--- src/rtl/irqr_pkg.sv ---
package irqr_pkg;

    typedef enum logic [1:0] {
        RSP_IDLE  = 2'd0,
        RSP_READ  = 2'd1,
        RSP_FAULT = 2'd2
    } rsp_state_e;

    localparam logic [1:0] FULL_WORD_SIZE = 2'd3;
    localparam int unsigned IDX_SHIFT = 6;

endpackage

--- src/rtl/irqr_regif.sv ---
module irqr_regif
    import irqr_pkg::*;
#(
    parameter int unsigned NUM_CPUS  = 4,
    parameter int unsigned NUM_LINES = 64,
    parameter int unsigned IDX_W     = 6,
    parameter int unsigned DATA_W    = 64
) (
    input  logic                          clk,
    input  logic                          rst_n,
    input  logic                          req_valid,
    input  logic                          req_write,
    input  logic [IDX_W-1:0]              req_idx,
    input  logic [1:0]                    req_size,
    input  logic [NUM_CPUS*NUM_LINES-1:0] mask_flat,
    input  logic [NUM_CPUS*NUM_LINES-1:0] dir_flat,
    input  logic [NUM_LINES-1:0]          raw_q,
    output logic [NUM_CPUS-1:0]           mask_we,
    output logic [DATA_W-1:0]             rsp_rdata,
    output logic                          rsp_rvalid,
    output logic                          rsp_err
);

    localparam logic [IDX_W-1:0] DIR_BASE = IDX_W'(NUM_CPUS);
    localparam logic [IDX_W-1:0] RAW_IDX  = IDX_W'(2 * NUM_CPUS);

    rsp_state_e           state_q, state_nxt;
    logic [DATA_W-1:0]    rd_q, rd_word;
    logic                 size_ok, is_mask, is_ro, legal_rd, legal_wr;

    assign size_ok  = (req_size == FULL_WORD_SIZE);
    assign is_mask  = (req_idx < DIR_BASE);
    assign is_ro    = (req_idx >= DIR_BASE) && (req_idx <= RAW_IDX);
    assign legal_wr = req_valid && req_write && size_ok && is_mask;
    assign legal_rd = req_valid && !req_write && size_ok && (is_mask || is_ro);

    for (genvar n = 0; n < NUM_CPUS; n++) begin : g_we
        assign mask_we[n] = legal_wr && (req_idx == IDX_W'(n));
    end

    always_comb begin
        rd_word = '0;
        for (int n = 0; n < NUM_CPUS; n++) begin
            if (req_idx == IDX_W'(n))
                rd_word = DATA_W'(mask_flat[n*NUM_LINES +: NUM_LINES]);
            if (req_idx == DIR_BASE + IDX_W'(n))
                rd_word = DATA_W'(dir_flat[n*NUM_LINES +: NUM_LINES]);
        end
        if (req_idx == RAW_IDX)
            rd_word = DATA_W'(raw_q);
    end

    always_comb begin
        if (!req_valid)
            state_nxt = RSP_IDLE;
        else if (legal_rd)
            state_nxt = RSP_READ;
        else if (legal_wr)
            state_nxt = RSP_IDLE;
        else
            state_nxt = RSP_FAULT;
    end

    always_ff @(posedge clk or negedge rst_n) begin
        if (!rst_n) begin
            state_q <= RSP_IDLE;
            rd_q    <= '0;
        end else begin
            state_q <= state_nxt;
            rd_q    <= legal_rd ? rd_word : '0;
        end
    end

    always_comb begin
        rsp_rdata  = rd_q;
        rsp_rvalid = 1'b0;
        rsp_err    = 1'b0;
        unique case (state_q)
            RSP_IDLE:  ;
            RSP_READ:  rsp_rvalid = 1'b1;
            RSP_FAULT: rsp_err    = 1'b1;
            default:   rsp_err    = 1'b1;
        endcase
    end

    p_bad_size_faults_r9: assert property (@(posedge clk) disable iff (!rst_n)
        (req_valid && req_size != FULL_WORD_SIZE) |=> (rsp_err && !rsp_rvalid));

    p_ro_write_faults_r8: assert property (@(posedge clk) disable iff (!rst_n)
        (req_valid && req_write && !is_mask) |=> rsp_err);

    p_raw_read_responds_r2: assert property (@(posedge clk) disable iff (!rst_n)
        (req_valid && !req_write && size_ok && req_idx == RAW_IDX)
            |=> (rsp_rvalid && rsp_rdata == DATA_W'($past(raw_q))));

    p_fault_blocks_write_r8: assert property (@(posedge clk) disable iff (!rst_n)
        (req_valid && !size_ok) |-> (mask_we == '0));

endmodule

--- src/rtl/irqr_raw.sv ---
module irqr_raw #(
    parameter int unsigned NUM_LINES = 64,
    parameter int unsigned LINE_W    = 6
) (
    input  logic                 clk,
    input  logic                 rst_n,
    input  logic                 evt_valid,
    input  logic                 evt_assert,
    input  logic [LINE_W-1:0]    evt_line,
    output logic [NUM_LINES-1:0] raw_q,
    output logic [NUM_LINES-1:0] raw_nxt
);

    logic                 line_ok;
    logic [NUM_LINES-1:0] line_bit;

    assign line_ok  = (32'(evt_line) < NUM_LINES);
    assign line_bit = line_ok ? (NUM_LINES'(1) << evt_line) : '0;

    always_comb begin
        raw_nxt = raw_q;
        if (evt_valid) begin
            if (evt_assert)
                raw_nxt = raw_q | line_bit;
            else
                raw_nxt = raw_q & ~line_bit;
        end
    end

    always_ff @(posedge clk or negedge rst_n) begin
        if (!rst_n) raw_q <= '0;
        else        raw_q <= raw_nxt;
    end

    p_assert_sets_pending_r5: assert property (@(posedge clk) disable iff (!rst_n)
        (evt_valid && evt_assert && line_ok) |=> raw_q[$past(evt_line)]);

    p_idle_deassert_ignored_r6: assert property (@(posedge clk) disable iff (!rst_n)
        (evt_valid && !evt_assert && line_ok && !raw_q[evt_line]) |=> $stable(raw_q));

    p_no_event_stable_r11: assert property (@(posedge clk) disable iff (!rst_n)
        !evt_valid |=> $stable(raw_q));

endmodule

--- src/rtl/irqr_cpu_slice.sv ---
module irqr_cpu_slice #(
    parameter int unsigned NUM_LINES = 64
) (
    input  logic                 clk,
    input  logic                 rst_n,
    input  logic                 mask_we,
    input  logic [NUM_LINES-1:0] mask_wdata,
    input  logic [NUM_LINES-1:0] raw_q,
    input  logic [NUM_LINES-1:0] raw_nxt,
    output logic [NUM_LINES-1:0] mask_q,
    output logic [NUM_LINES-1:0] dir_q,
    output logic [NUM_LINES-1:0] post_q,
    output logic [NUM_LINES-1:0] wd_q,
    output logic                 irq
);

    logic [NUM_LINES-1:0] mask_nxt, dir_nxt;

    assign mask_nxt = mask_we ? mask_wdata : mask_q;
    assign dir_nxt  = mask_nxt & raw_nxt;

    always_ff @(posedge clk or negedge rst_n) begin
        if (!rst_n) begin
            mask_q <= '0;
            dir_q  <= '0;
            post_q <= '0;
            wd_q   <= '0;
        end else begin
            mask_q <= mask_nxt;
            dir_q  <= dir_nxt;
            post_q <= dir_nxt & ~dir_q;
            wd_q   <= dir_q & ~dir_nxt;
        end
    end

    assign irq = |dir_q;

    p_routed_is_and_r2: assert property (@(posedge clk) disable iff (!rst_n)
        dir_q == (mask_q & raw_q));

    p_post_is_new_r3: assert property (@(posedge clk) disable iff (!rst_n)
        ((post_q & ~dir_q) == '0) && ((post_q & $past(dir_q)) == '0));

    p_withdraw_is_gone_r4: assert property (@(posedge clk) disable iff (!rst_n)
        ((wd_q & dir_q) == '0) && ((wd_q & ~$past(dir_q)) == '0));

    p_irq_tracks_r7: assert property (@(posedge clk) disable iff (!rst_n)
        (post_q != '0) |-> irq);

endmodule

--- src/rtl/irqr_router.sv ---
module irqr_router
    import irqr_pkg::*;
#(
    parameter int unsigned NUM_CPUS  = 4,
    parameter int unsigned NUM_LINES = 64,
    parameter int unsigned ADDR_W    = 12,
    parameter int unsigned DATA_W    = 64,
    localparam int unsigned LINE_W   = (NUM_LINES > 1) ? $clog2(NUM_LINES) : 1,
    localparam int unsigned IDX_W    = ADDR_W - IDX_SHIFT
) (
    input  logic                          clk,
    input  logic                          rst_n,
    input  logic                          req_valid,
    input  logic                          req_write,
    input  logic [ADDR_W-1:0]             req_addr,
    input  logic [1:0]                    req_size,
    input  logic [DATA_W-1:0]             req_wdata,
    output logic [DATA_W-1:0]             rsp_rdata,
    output logic                          rsp_rvalid,
    output logic                          rsp_err,
    input  logic                          dev_evt_valid,
    input  logic                          dev_evt_assert,
    input  logic [LINE_W-1:0]             dev_evt_line,
    output logic [NUM_CPUS-1:0]           cpu_irq,
    output logic [NUM_CPUS*NUM_LINES-1:0] cpu_post,
    output logic [NUM_CPUS*NUM_LINES-1:0] cpu_withdraw
);

    logic [NUM_LINES-1:0]          raw_q, raw_nxt;
    logic [NUM_CPUS-1:0]           mask_we;
    logic [NUM_CPUS*NUM_LINES-1:0] mask_flat, dir_flat;

    irqr_raw #(.NUM_LINES(NUM_LINES), .LINE_W(LINE_W)) u_raw (
        .clk        (clk),
        .rst_n      (rst_n),
        .evt_valid  (dev_evt_valid),
        .evt_assert (dev_evt_assert),
        .evt_line   (dev_evt_line),
        .raw_q      (raw_q),
        .raw_nxt    (raw_nxt)
    );

    irqr_regif #(
        .NUM_CPUS(NUM_CPUS), .NUM_LINES(NUM_LINES),
        .IDX_W(IDX_W), .DATA_W(DATA_W)
    ) u_regif (
        .clk        (clk),
        .rst_n      (rst_n),
        .req_valid  (req_valid),
        .req_write  (req_write),
        .req_idx    (req_addr[ADDR_W-1:IDX_SHIFT]),
        .req_size   (req_size),
        .mask_flat  (mask_flat),
        .dir_flat   (dir_flat),
        .raw_q      (raw_q),
        .mask_we    (mask_we),
        .rsp_rdata  (rsp_rdata),
        .rsp_rvalid (rsp_rvalid),
        .rsp_err    (rsp_err)
    );

    for (genvar n = 0; n < NUM_CPUS; n++) begin : g_cpu
        irqr_cpu_slice #(.NUM_LINES(NUM_LINES)) u_slice (
            .clk        (clk),
            .rst_n      (rst_n),
            .mask_we    (mask_we[n]),
            .mask_wdata (req_wdata[NUM_LINES-1:0]),
            .raw_q      (raw_q),
            .raw_nxt    (raw_nxt),
            .mask_q     (mask_flat[n*NUM_LINES +: NUM_LINES]),
            .dir_q      (dir_flat[n*NUM_LINES +: NUM_LINES]),
            .post_q     (cpu_post[n*NUM_LINES +: NUM_LINES]),
            .wd_q       (cpu_withdraw[n*NUM_LINES +: NUM_LINES]),
            .irq        (cpu_irq[n])
        );
    end

    p_retracted_line_not_pending_r6: assert property (@(posedge clk) disable iff (!rst_n)
        (dev_evt_valid && !dev_evt_assert && !req_valid) |=>
            ((cpu_post & {NUM_CPUS{NUM_LINES'(1) << $past(dev_evt_line)}}) == '0));

    p_single_response_r8: assert property (@(posedge clk) disable iff (!rst_n)
        !req_valid |=> (!rsp_err && !rsp_rvalid));

endmodule

--- config.mk ---
export PLATFORM = sky130hd
export DESIGN_NAME = irqr_router
export DESIGN_NICKNAME = d
export VERILOG_FILES = /design/src/rtl/irqr_pkg.sv /design/src/rtl/irqr_regif.sv /design/src/rtl/irqr_raw.sv /design/src/rtl/irqr_cpu_slice.sv /design/src/rtl/irqr_router.sv
export SDC_FILE = /design/constraint.sdc
export NUM_CORES = 2
export LEC_CHECK = 0
export BUFFER_PORTS_ARGS = -buffer_cell sky130_fd_sc_hd__buf_2
export CAP_MARGIN = 25
export CORE_MARGIN = 5
export CORE_UTILIZATION = 47
export CTS_CLUSTER_SIZE = 20
export DETAILED_ROUTE_END_ITERATION = 8
export PLACE_DENSITY_LB_ADDON = 0.25
export SLEW_MARGIN = 10
export SYNTH_ARGS = -nofsm -noshare
export SYNTH_HDL_FRONTEND = slang
export SYNTH_SLANG_ARGS = --single-unit
--- constraint.sdc ---
create_clock -name clk -period 3.7 [get_ports clk]
set_input_delay 0.185 -clock clk [delete_from_list [all_inputs] [get_ports clk]]
set_output_delay 0.185 -clock clk [all_outputs]
set_load 0.01 [all_outputs]
==> results.md <==
* Initial DRC Count at 3320
* Post-Route Utilization at 57.9%
* Vias in the first global route at 33938
* Peak VDD IR at 379 µV
* Starting Density at 47.2%
* Most used flip-flop cell after synthesis: dfrtp_1
* First-pass GRT wire length at 229 mm
* Area growth syn-to-layout at 22.7%
* Worst path top cell family by delay: simple AND/OR/NAND/NOR gates
* Max clock buf depth at 3
* Critical-path cell list: nor4_1 -> nand4_1 -> or4_1 -> buf_2
* RSZ-0062 raised after global routing: false
* Cell count of the worst hold path at 3
* Achievable Freq at 0.280 GHz
* Crit end category: output pin
* CP peak stage delay at 710 ps
* Total number of vias at 33878
* Post-synthesis async set-or-reset flop share at 100%
* Final #Nets at 4683
* Largest net degree at the start of global routing at 123
* Startpoint Class: flip-flop
* Post-CTS Setup Inserts at 0
* Skew-Pair Late Insertion Delay at 700 ps
* Reg2reg path depth at 2
* Crit Path Max Fanout at 4
* Via density per instance at 5.68
* Total I/O pin count at 672
* R2R Setup Slk at 2160 ps
* Post-synth EDFFs at 0
* Final wirelength at 158 mm
* Total CTS buffers at 114
* Reg2reg start: u_raw.raw_q[59]
* Core area at 94900 µm²
* Relative slew margins at 29.4%
* Worst endpoint required time at 3510 ps
* WL/cell at 26.5 µm
* Pre-CTS WS at 877 ps
* # setup viols final at 0
* Grt ovf at 0
* Max Slew Vio Count at 0
* Hold Path Class: in -> reg
* Final setup margin at 125 ps
* Worst Skew at 21.3 ps
* Worst slew pin tran at 1060 ps
* Max stage delay cell, worst path: nand4_1
* # rows at 113
* PwrDens at 495 nW/µm²
* Hold worst-path end: u_raw.raw_q[14]
* GPL Wtd Cong at 0.843
* Crit path buf inv count at 1
* Share of layout cells above drive strength 1 at 23.0%
* Outcome: complete, no violations
* TritonCTS clock tree: built
* Final worst path period share at 96.6%
* Net count after synthesis at 3920
* Synth Instances at 3830
* CTS sink cnt at 1154
* Clock transition at the registers of the reported paths at 60 ps
* DR DRC count at 0
* Flops & latches, synth at 1154
* Area of the die at 102000 µm²
* Pre-antenna DRT Iters at 5
* Syn Area/Cell at 11.7 µm²
* Antenna Nets Post-Route at 0
* Hold path start: dev_evt_assert
* Synthesis Warnings at 0
* H-Tree Depth at 3
* Initial antenna violation count at 16
* GRT Total Usage at 30.5%
* Max Cap Viol at 0
* Leakage power total at 0.0300 µW
* Worst Path Arrival at 3390 ps
* Critical path class: reg -> out
* Die height at 319 µm
* DP HPWL at 106 mm
* Fin Setup TNS at 0 ps
* CTS root buffer: clkbuf_16
* Yosys cell types at 41
* Number of port buffers at 665
* Synth Cell Area at 44800 µm²
* Reg2reg end: g_cpu[2].u_slice.post_q[59]
* Minimum clock period at 3580 ps
* Fin. Hold Viols at 0
* Post-synthesis sequential area ratio at 64.5%
* Filler Cell Count at 7894
* Die width at 319 µm
## routing by layer
| layer | GRT usage (%) | part of all wire [%] |
|---|---|---|
| met1 | 41.9 | 41 |
| met2 | 47.1 | 45 |
| met3 | 7.35 | 9.3 |
| met4 | 12.7 | 4.6 |
| met5 | 0 | 0.049 |
## worst min-delay path, cell delays in order
cell	delay, ps
buf_4	240
mux2i_1	210
inv_1	50
## worst max-delay path by stage
stage,slack [ps],end,start,cells past startpoint
after global placement,930,g_cpu[3].u_slice.post_q[5],req_addr[6],6
after global routing,250,cpu_irq[2],g_cpu[2].u_slice.dir_q[46],4
after CTS,250,cpu_irq[1],g_cpu[1].u_slice.dir_q[46],4
after floorplan,1720,g_cpu[0].u_slice.wd_q[10],req_addr[8],8
final,120,cpu_irq[1],g_cpu[1].u_slice.dir_q[46],4
after detailed placement,880,g_cpu[3].u_slice.post_q[5],req_addr[6],6
## cell usage in the layout (no fill, tap or decap), types with 4 or more instances in the layout
master and count:
clkbuf_1 16, a21oi_1 126, bufinv_16 16, clkbuf_8 27
nand2b_1 7, nor2_1 411, a31oi_1 65, nand4b_1 4
o21a_1 249, nand4_1 18, inv_6 4, buf_4 90
or4_1 4, a22oi_1 63, nor3_1 266, inv_1 320
mux2i_1 387, nor2b_1 11, o21ai_0 63, dfrtp_1 1154
clkbuf_4 16, mux2i_2 60, dlygate4sd3_1 69, buf_12 27
clkbuf_16 114, o211ai_1 63, nand2_1 176, nor4_1 65
diode_2 6, o22ai_1 62, nor3_2 4, buf_2 661
clkinvlp_4 8, clkinv_4 6, clkinv_2 23
## registers in the layout, summed over array words and instances (netlist names)
| register | count |
|---|---|
| g_cpu.u_slice.dir_q | 256 |
| g_cpu.u_slice.mask_q | 256 |
| g_cpu.u_slice.post_q | 256 |
| g_cpu.u_slice.wd_q | 256 |
| u_raw.raw_q | 64 |
| u_regif.rsp_rdata | 64 |
| u_regif.state_q | 2 |
## cell type report
| type | count | area [µm²] | share of cell area, % |
|---|---|---|---|
| Sequential cell | 1154 | 28900 | 52.5 |
| Inverter | 320 | 1200 | 2.19 |
| Multi-Input combinational cell | 2137 | 13800 | 25.2 |
| Clock inverter | 59 | 779 | 1.42 |
| Timing Repair Buffer | 866 | 5370 | 9.78 |
| Antenna cell | 6 | 15.0 | 0.0273 |
| Tap cell | 1265 | 1580 | 2.88 |
| Clock buffer | 157 | 3280 | 5.98 |
## cells in the mapped netlist (all sizes together) (3+ instances only)
cell type | n | area [µm²]
dfrtp | 1154 | 28900
mux2i | 447 | 4700
nor2 | 414 | 1560
inv | 320 | 1200
nor3 | 272 | 1380
o21a | 249 | 1870
nand2 | 177 | 664
clkbuf | 169 | 634
a21oi | 127 | 636
nor4 | 66 | 413
a31oi | 65 | 407
a22oi | 63 | 473
o211ai | 63 | 473
o21ai | 63 | 315
o22ai | 62 | 388
buf | 50 | 343
nand4 | 18 | 113
nor2b | 11 | 68.8
nand2b | 9 | 56.3
nand3 | 4 | 20.0
nand4b | 4 | 35.0
or4 | 4 | 30.0
and2 | 3 | 18.8
and3 | 3 | 18.8
or2 | 3 | 18.8
or3 | 3 | 18.8
## report_power, final
group / total [µW] / internal [µW] / switching, µW
clock network: 12400 / 7340 / 5030
logic: 1820 / 520 / 1300
registers: 13000 / 12900 / 152
total: 27200 / 20700 / 6490
## timing repair
action / 4_1_cts / 5_1_grt
endpoints found under the hold margin: 1058 / 0
resized for setup: 0 / 0
setup endpoints to repair: 0 / 0
hold buffers: 69 / 0
## cells by family after synthesis
logic type / share of synthesized area, %
flip-flops: 64.5
AND/OR/NAND/NOR: 9.94
AO/OA/AOI/OAI: 10.2
buffers and inverters: 4.86
multiplexers: 10.5
## through the flow
| step | hold slack [ps] | instance area [µm²] | std cells | total power, µW |
|---|---|---|---|---|
| 2_1_floorplan | -111 | 44800 | 3830 | 14000 |
| 3_5_place_dp | 311 | 50000 | 5643 | 14900 |
| 6_report | 51.5 | 55000 | 5964 | 27200 |
| 4_1_cts | 14.4 | 54700 | 5928 | 27300 |
| 5_1_grt | 68.7 | 54900 | 5958 | 28100 |
| 3_3_place_gp | 309 | 50000 | 5643 | 14900 |
Power figures use the tool's default switching activity.
